$ cat config.mk
export PLATFORM = sky130hd
export DESIGN_NAME = fault_cond
export DESIGN_NICKNAME = d
export VERILOG_FILES = /design/src/rtl/fault_cond_pkg.sv /design/src/rtl/fault_sync.sv /design/src/rtl/fault_filter.sv /design/src/rtl/fault_flag_det.sv /design/src/rtl/fault_cond.sv
export SDC_FILE = /design/constraint.sdc
export NUM_CORES = 1
export LEC_CHECK = 0
export BUFFER_PORTS_ARGS = -buffer_cell sky130_fd_sc_hd__buf_4
export CAP_MARGIN = 20
export CELL_PAD_IN_SITES_DETAIL_PLACEMENT = 1
export CELL_PAD_IN_SITES_GLOBAL_PLACEMENT = 1
export CORE_MARGIN = 4
export CORE_UTILIZATION = 40
export DETAILED_ROUTE_END_ITERATION = 7
export PLACE_DENSITY_LB_ADDON = 0.1
export REMOVE_ABC_BUFFERS = 1
export SLEW_MARGIN = 20
export SYNTH_ARGS = -nofsm -noshare
export SYNTH_HDL_FRONTEND = slang
export SYNTH_HIERARCHICAL = 1
export SYNTH_SLANG_ARGS = --single-unit
$ cat constraint.sdc
create_clock -name clk -period 1.9 [get_ports clk]
set_clock_uncertainty 0.1 [all_clocks]
set_input_delay 0.38 -clock clk [delete_from_list [all_inputs] [get_ports clk]]
set_output_delay 0.38 -clock clk [all_outputs]
set_load 0.1 [all_outputs]
$ cat src/rtl/fault_cond_pkg.sv
package fault_cond_pkg;

   // Per-channel static setting, gathered for readability in the top.
   typedef struct packed {
      logic enable;
      logic filt_on;
      logic inv;
   } fc_chan_cfg_t;

   // Saturating increment for counters of any width.
   function automatic logic [31:0] fc_sat_inc(input logic [31:0] v, input logic [31:0] vmax);
      return (v >= vmax) ? vmax : v + 32'd1;
   endfunction

endpackage

$ cat src/rtl/fault_sync.sv
module fault_sync #(
   parameter int unsigned STAGES = 2
) (
   input  logic clk,
   input  logic rst_n,
   input  logic d_async,
   output logic q_sync
);
   logic [STAGES-1:0] chain_q;

   generate
      if (STAGES == 1) begin : g_one
         always_ff @(posedge clk or negedge rst_n) begin
            if (!rst_n) chain_q <= '0;
            else        chain_q <= d_async;
         end
      end else begin : g_many
         always_ff @(posedge clk or negedge rst_n) begin
            if (!rst_n) chain_q <= '0;
            else        chain_q <= {chain_q[STAGES-2:0], d_async};
         end
      end
   endgenerate

   assign q_sync = chain_q[STAGES-1];
endmodule

$ cat src/rtl/fault_filter.sv
module fault_filter
   import fault_cond_pkg::*;
#(
   parameter int unsigned VAL_W = 4,
   parameter int unsigned CNT_W = 5
) (
   input  logic             clk,
   input  logic             rst_n,
   input  logic             din,
   input  logic [VAL_W-1:0] limit,
   output logic             level
);
   localparam logic [CNT_W-1:0] CNT_MAX = {CNT_W{1'b1}};

   logic [CNT_W-1:0] run_q;
   logic             lvl_q;
   logic             pending;
   logic             ripe;
   logic [CNT_W-1:0] run_nxt;

   assign pending = (din != lvl_q);
   assign ripe    = (run_q >= CNT_W'(limit));
   assign run_nxt = CNT_W'(fc_sat_inc(32'(run_q), 32'(CNT_MAX)));

   always_ff @(posedge clk or negedge rst_n) begin
      if (!rst_n) begin
         run_q <= '0;
         lvl_q <= 1'b0;
      end else if (!pending) begin
         run_q <= '0;
      end else if (ripe) begin
         lvl_q <= din;
         run_q <= '0;
      end else begin
         run_q <= run_nxt;
      end
   end

   assign level = lvl_q;
endmodule

$ cat src/rtl/fault_flag_det.sv
module fault_flag_det (
   input  logic clk,
   input  logic rst_n,
   input  logic level,
   input  logic arm,
   input  logic clr,
   output logic flag
);
   logic prev_q;
   logic flag_q;
   logic hit;

   assign hit = arm & level & ~prev_q;

   always_ff @(posedge clk or negedge rst_n) begin
      if (!rst_n) begin
         prev_q <= 1'b0;
         flag_q <= 1'b0;
      end else begin
         prev_q <= level;
         flag_q <= hit | (flag_q & ~clr);
      end
   end

   assign flag = flag_q;
endmodule

$ cat src/rtl/fault_cond.sv
module fault_cond
   import fault_cond_pkg::*;
#(
   parameter int unsigned NUM_CH      = 4,
   parameter int unsigned VAL_W       = 4,
   parameter int unsigned CNT_W       = 5,
   parameter int unsigned SYNC_STAGES = 2,
   parameter bit          HAS_FILTER  = 1'b1
) (
   input  logic              clk,
   input  logic              rst_n,
   input  logic [NUM_CH-1:0] fault_pin,
   input  logic [1:0]        fault_mode,
   input  logic [NUM_CH-1:0] ch_en,
   input  logic [NUM_CH-1:0] filt_en,
   input  logic [NUM_CH-1:0] active_low,
   input  logic [VAL_W-1:0]  filt_val,
   input  logic [NUM_CH-1:0] flag_clr,
   output logic [NUM_CH-1:0] fault_flag
);
   localparam int unsigned MIN_CNT_W = VAL_W + 1;

   initial begin
      if (NUM_CH < 1)            $fatal(1, "fault_cond: NUM_CH must be at least 1");
      if (SYNC_STAGES < 1)       $fatal(1, "fault_cond: SYNC_STAGES must be at least 1");
      if (CNT_W < MIN_CNT_W)     $fatal(1, "fault_cond: CNT_W too narrow for VAL_W");
   end

   logic              mode_on;
   logic              val_zero;
   logic [NUM_CH-1:0] sync_lvl;
   logic [NUM_CH-1:0] filt_lvl;
   logic [NUM_CH-1:0] det_lvl;

   assign mode_on  = (fault_mode != 2'b00);
   assign val_zero = (filt_val == '0);

   generate
      for (genvar ch = 0; ch < NUM_CH; ch++) begin : g_ch
         fc_chan_cfg_t cfg;
         logic         pin_pol;

         assign cfg     = '{enable: ch_en[ch], filt_on: filt_en[ch], inv: active_low[ch]};
         assign pin_pol = fault_pin[ch] ^ cfg.inv;

         fault_sync #(.STAGES(SYNC_STAGES)) u_sync (
            .clk     (clk),
            .rst_n   (rst_n),
            .d_async (pin_pol),
            .q_sync  (sync_lvl[ch])
         );

         if (HAS_FILTER) begin : g_filt
            fault_filter #(.VAL_W(VAL_W), .CNT_W(CNT_W)) u_filt (
               .clk   (clk),
               .rst_n (rst_n),
               .din   (sync_lvl[ch]),
               .limit (filt_val),
               .level (filt_lvl[ch])
            );
            assign det_lvl[ch] = (val_zero | ~cfg.filt_on) ? sync_lvl[ch] : filt_lvl[ch];
         end else begin : g_nofilt
            assign filt_lvl[ch] = sync_lvl[ch];
            assign det_lvl[ch]  = sync_lvl[ch];
         end

         fault_flag_det u_det (
            .clk   (clk),
            .rst_n (rst_n),
            .level (det_lvl[ch]),
            .arm   (mode_on & cfg.enable),
            .clr   (flag_clr[ch]),
            .flag  (fault_flag[ch])
         );
      end
   endgenerate
endmodule

==> results of run 1 <==
-- state kept, by name (all words and copies together), names as in the netlist --
register                  flops
g_ch.g_filt.u_filt/run_q     20
g_ch.u_sync/chain_q           8
g_ch.g_filt.u_filt/level      4
g_ch.u_det/flag               4
g_ch.u_det/prev_q             4
-- metal layers --
metal  up-vias  wire length, µm  track usage, %
li1        753                -               -
met1       810             2010            18.0
met2        36             2650            30.5
met3         6              226            4.50
met4         0               70            5.24
met5         -                0               0
-- cells in the mapped netlist, drive strengths merged --
library cell,instances
a211oi,4
a21o,4
a21oi,24
a31oi,4
and3,8
dfrtp,40
ha,24
inv,32
mux2,8
nand2,4
nand3b,4
nand4b,4
nor2,1
nor2b,8
o22ai,4
o41ai,4
xnor2,8
xor2,8
-- worst max-delay path, cell delays in order (launching register included) --
cell	delay (ns)
dfrtp_1	0.39
ha_1	0.30
a21o_1	0.17
a211oi_2	0.25
nor2b_2	0.18
mux2_1	0.31
-- cells by family (layout without fill, tap and decap cells) --
group | count (synthesis) | in the layout | share of synthesized area, %
AOI/OAI and AO/OA | 44 | 44 | 14.4
DFF | 40 | 40 | 46.4
buffers and inverters | 32 | 75 | 5.57
and+or+nand+nor | 29 | 29 | 9.00
adders and majority gates | 24 | 24 | 13.9
xor gates and xnor gates | 16 | 16 | 6.50
muxes | 8 | 8 | 4.18
-- stage by stage --
step                      setup WS (ns)  setup TNS (ns)
after floorplan                   0.142               0
after global placement          -0.0417          -0.159
after detailed placement         -0.149          -0.714
after CTS                        0.0108               0
after global routing            0.00253               0
final                            0.0783               0
-- where the power goes --
| part | switching, mW | total, mW | internal (mW) |
|---|---|---|---|
| Clock | 0.285 | 0.608 | 0.324 |
| Combinational | 0.555 | 0.942 | 0.387 |
| Sequential | 0.157 | 1.20 | 1.04 |
-- how the worst max path moves through the flow --
stage                     slack, ns                          end  cells past startpoint
after global placement        -0.04  g_ch[2].g_filt.u_filt/level                      7
after floorplan                0.14  g_ch[0].g_filt.u_filt/level                      6
after detailed placement      -0.15  g_ch[3].g_filt.u_filt/level                      7
after CTS                      0.01  g_ch[3].g_filt.u_filt/level                      5
final                          0.08  g_ch[3].g_filt.u_filt/level                      5
after global routing          0.003  g_ch[3].g_filt.u_filt/level                      5
-- area by class of cell --
type	instances	area, µm²	area share (%)
multi-input cells	121	1050	39.9
flip-flops and latches	40	1000	38.2
repair buffers	36	273	10.4
inverters	32	120	4.57
clock buffers	7	96.3	3.67
well taps	70	87.6	3.33
-- repair_timing --
action / in CTS / in global routing
setup endpoints to repair: 0 / 5
buffers inserted: 0 / 3
hold endpoints to repair: 40 / 0
resized for setup: 0 / 2
hold buffers: 1 / 0
==> run summary, run 1 <==
Proportion of synthesized chip area in sequential cells: 46.4%
Crit Path Max Fanout: 2
Synth warn: 6
Total design power: 2.75 mW
Pwr Density: 1050 nW/µm²
Yosys cell types: 19
CTS Buf Count: 5
Vias in the first global route: 1819
Max Slew Vio Count: 0
Worst endpoint required time: 1.98 ns
Hold wc startpoint: fault_pin[1]
Final Critical Period: 1.82 ns
VDD IR max: 0.505 mV
Initial antenna violation count: 0
Hold worst-path end: g_ch[1].u_sync/chain_q[0]
Clock-pin slew on the worst setup and hold paths: 0.08 ns
Fmax: 549 MHz
DRT iter0 DRCs: 45
Placement Rows: 26
CP endpoint kind: flop
Mapped Area: 2160 µm²
Area Growth Syn to Fin: 21.8%
Diode count: 0
DP HPWL: 3.88 mm
Reg2Reg Setup Slack: 0.08 ns
DIE AREA: 6630 µm²
Worst-Margin Slew: 0.503 ns
Initial Util: 41.7%
Routed vias/inst: 5.25
Hold/Removal Path Class: input port to flop
Area contributors post-synth: dfrtp_1, ha_1, a21oi_1
Layout Cells excl Fill: 306
Routed Antenna Nets: 0
Drt drc: 0
Worst Setup SP: g_ch[3].g_filt.u_filt/run_q[2]
Grt ovf: 0
GP Congestion: 0.761
Core Region: 5170 µm²
RR Endpoint: g_ch[3].g_filt.u_filt/level
Avg Cell Area, Syn: 11.2 µm²
CP Launch Type: flop
Utilization after layout: 50.8%
Deepest clock path buffer count: 2
H-tree levels: 2
Max-Cap Viols: 0
GRT Total Usage: 16.5%
Drt pass-1 iters: 4
Mapped Cells: 193
Area leader, netlist: dfrtp_1
Final period util: 95.9%
Share of layout cells above drive strength 1: 23.7%
Area post-placement: 2480 µm²
Kind of critical path: flop to flop
Worst R2R Path Depth: 5
Final nets: 288
Clk Latency, worst-skew pair: 0.29 ns
First-pass GRT wire length: 8.29 mm
Leakage power: 1.36 nW
Hold_ws: 0.156 ns
Io pins: 32
Routed length per instance: 16.2 µm
Drt total wl: 4.96 mm
Commonest non-fill, non-tap cells in the layout: dfrtp_1, buf_4, inv_1
Critical Path AT: 1.90 ns
Fillers: 577
Relative slew slack: 66.5%
Worst hold path cell count: 2
Port bufs: 31
Largest net degree at the start of global routing: 41
CTS tree: done
Setup repair after global routing missed its margin: false
Clock root buffer: clkbuf_8
FF+latch count, synth: 40
Post-synth top area share: 46.4%
Die extent in x: 81.4 µm
Clk sinks: 40
Final std cell area, no fill: 2630 µm²
Hold Vio Cnt, Final: 0
Status: finished, final reports clean
Die Y: 81.4 µm
Via count: 1605
Dpl cells: 295
Leading cell type in the layout, fill and taps excluded: dfrtp_1
Final Setup Violations: 0
R2R Path Start: g_ch[3].g_filt.u_filt/run_q[2]
(Power assumes the default switching activity.)
==> inputs of run 2 (changes only) <==
CAP_MARGIN = 0   (was 20)
CELL_PAD_IN_SITES_DETAIL_PLACEMENT = unset   (was 1)
CELL_PAD_IN_SITES_GLOBAL_PLACEMENT = unset   (was 1)
PLACE_DENSITY_LB_ADDON = unset   (was 0.1)
clock period = 1.92 ns   (was 1.9 ns; I/O delays follow)
==> run summary, run 2 (synthesis gave the netlist of run 1 again) <==
Status: finished, final reports clean
Hold/Removal Path Class: input port to flop
Area Growth Syn to Fin: 22.2%
RR Endpoint: g_ch[3].g_filt.u_filt/level
Diode count: 0
Top flop regs: g_ch.g_filt.u_filt/run_q x20, g_ch.u_sync/chain_q x8
DRT iter0 DRCs: 48
CP endpoint kind: flop
DIE AREA: 6630 µm²
Final Critical Period: 1.83 ns
R2R Path Start: g_ch[3].g_filt.u_filt/run_q[2]
Clock root buffer: clkbuf_8
H-tree levels: 2
Worst hold path cell count: 2
Core Region: 5170 µm²
First-pass GRT wire length: 6.56 mm
CP Launch Type: flop
GP Congestion: 0.734
Largest net degree at the start of global routing: 41
Area post-placement: 2490 µm²
Commonest non-fill, non-tap cells in the layout: dfrtp_1, buf_4, inv_1
Port bufs: 31
Reg2Reg Setup Slack: 0.09 ns
Final nets: 287
VDD IR max: 0.531 mV
Crit Path Max Fanout: 4
Area of the multi-input gates: 1030 µm²
Die extent in x: 81.4 µm
Pwr Density: 1060 nW/µm²
FF/Latch Area: 1000 µm²
CTS Buf Count: 5
CTS tree: done
Worst Setup SP: g_ch[3].g_filt.u_filt/run_q[2]
Routed Antenna Nets: 0
Grt ovf: 0
Clk sinks: 40
Leakage power: 1.37 nW
Placement Rows: 26
Utilization after layout: 50.9%
Setup repair after global routing missed its margin: false
Clock-pin slew on the worst setup and hold paths: 0.08 ns
Via count: 1482
Final Setup Violations: 0
Routed vias/inst: 4.84
Critical Path AT: 1.91 ns
Max Slew Vio Count: 0
Leading cell type in the layout, fill and taps excluded: dfrtp_1
Max-Cap Viols: 0
Reg with most FFs: g_ch.g_filt.u_filt/run_q
Fillers: 477
Drt total wl: 3.87 mm
Worst R2R Path Depth: 5
Drt drc: 0
Share of layout cells above drive strength 1: 22.9%
Io pins: 32
Final std cell area, no fill: 2640 µm²
Hold_ws: 0.154 ns
Final period util: 95.5%
Hold Vio Cnt, Final: 0
Relative slew slack: 66.1%
DP HPWL: 2.89 mm
Worst-Margin Slew: 0.508 ns
Resize count post-CTS: 0
Initial Util: 41.7%
Deepest clock path buffer count: 2
Kind of critical path: flop to flop
Largest register FFs: 20
Worst endpoint required time: 2.00 ns
Initial antenna violation count: 0
Clk Latency, worst-skew pair: 0.29 ns
Hold worst-path end: g_ch[0].u_sync/chain_q[0]
Hold wc startpoint: fault_pin[0]
Drt pass-1 iters: 2
GRT Total Usage: 13.2%
Routed length per instance: 12.6 µm
Total design power: 2.79 mW
Vias in the first global route: 1505
Fmax: 545 MHz
Die Y: 81.4 µm
[run 2: cell count changes in the layout (fill, tap and decap cells not counted), sizes merged]
cell / change
buf: -1
bufinv: +1
[run 2: layout make-up]
type,count,share of cell area [%]
Clock buffer,7,3.66
Clock inverter,1,1.14
Inverter,32,4.56
Multi-Input combinational cell,121,39.3
Sequential cell,40,38.0
Tap cell,70,3.32
Timing Repair Buffer,35,10.1
[run 2: where the power goes]
group / total (mW) / internal (mW) / switching, mW
logic: 0.858 / 0.359 / 0.499
registers: 1.17 / 1.03 / 0.141
clock network: 0.761 / 0.459 / 0.303
total: 2.79 / 1.85 / 0.943
[run 2: worst max-delay path: stages (launching register included)]
cell	delay, ns
dfrtp_1	0.42
ha_1	0.31
a21o_1	0.17
a211oi_2	0.24
nor2b_2	0.18
mux2_1	0.31
[run 2: per-layer routing]
layer  share of wire (%)  GRT usage (%)  vias to the layer above
li1                    -              -                      750
met5                   0              0                        -
met2                  47           22.1                       23
met3                 4.6           3.29                        8
met4                 1.7           6.08                        0
met1                  46           15.9                      701
[run 2: through the flow]
stage / std cells / setup slack, ns / setup TNS (ns)
floorplan: 193 / 0.158 / 0
detailed placement: 296 / -0.125 / -0.366
global placement: 296 / -0.0320 / -0.117
global route: 306 / 0.000986 / 0
finish: 306 / 0.0862 / 0
CTS: 305 / 0.0433 / 0
[run 2: worst max path at each step]
| stage | to | slack, ns | cells after the start |
|---|---|---|---|
| 2_1_floorplan | g_ch[0].g_filt.u_filt/level | 0.16 | 6 |
| 3_3_place_gp | g_ch[1].g_filt.u_filt/level | -0.03 | 7 |
| 3_5_place_dp | g_ch[2].g_filt.u_filt/level | -0.13 | 7 |
| 4_1_cts | g_ch[2].g_filt.u_filt/level | 0.04 | 5 |
| 5_1_grt | g_ch[2].g_filt.u_filt/level | 0.001 | 5 |
| 6_report | g_ch[3].g_filt.u_filt/level | 0.09 | 5 |
[run 2: what timing repair did]
| action | CTS | global route |
|---|---|---|
| hold buffers | 1 | 0 |
| endpoints found under the setup margin | 0 | 1 |
| buffers inserted | 0 | 1 |
| endpoints found under the hold margin | 40 | 0 |
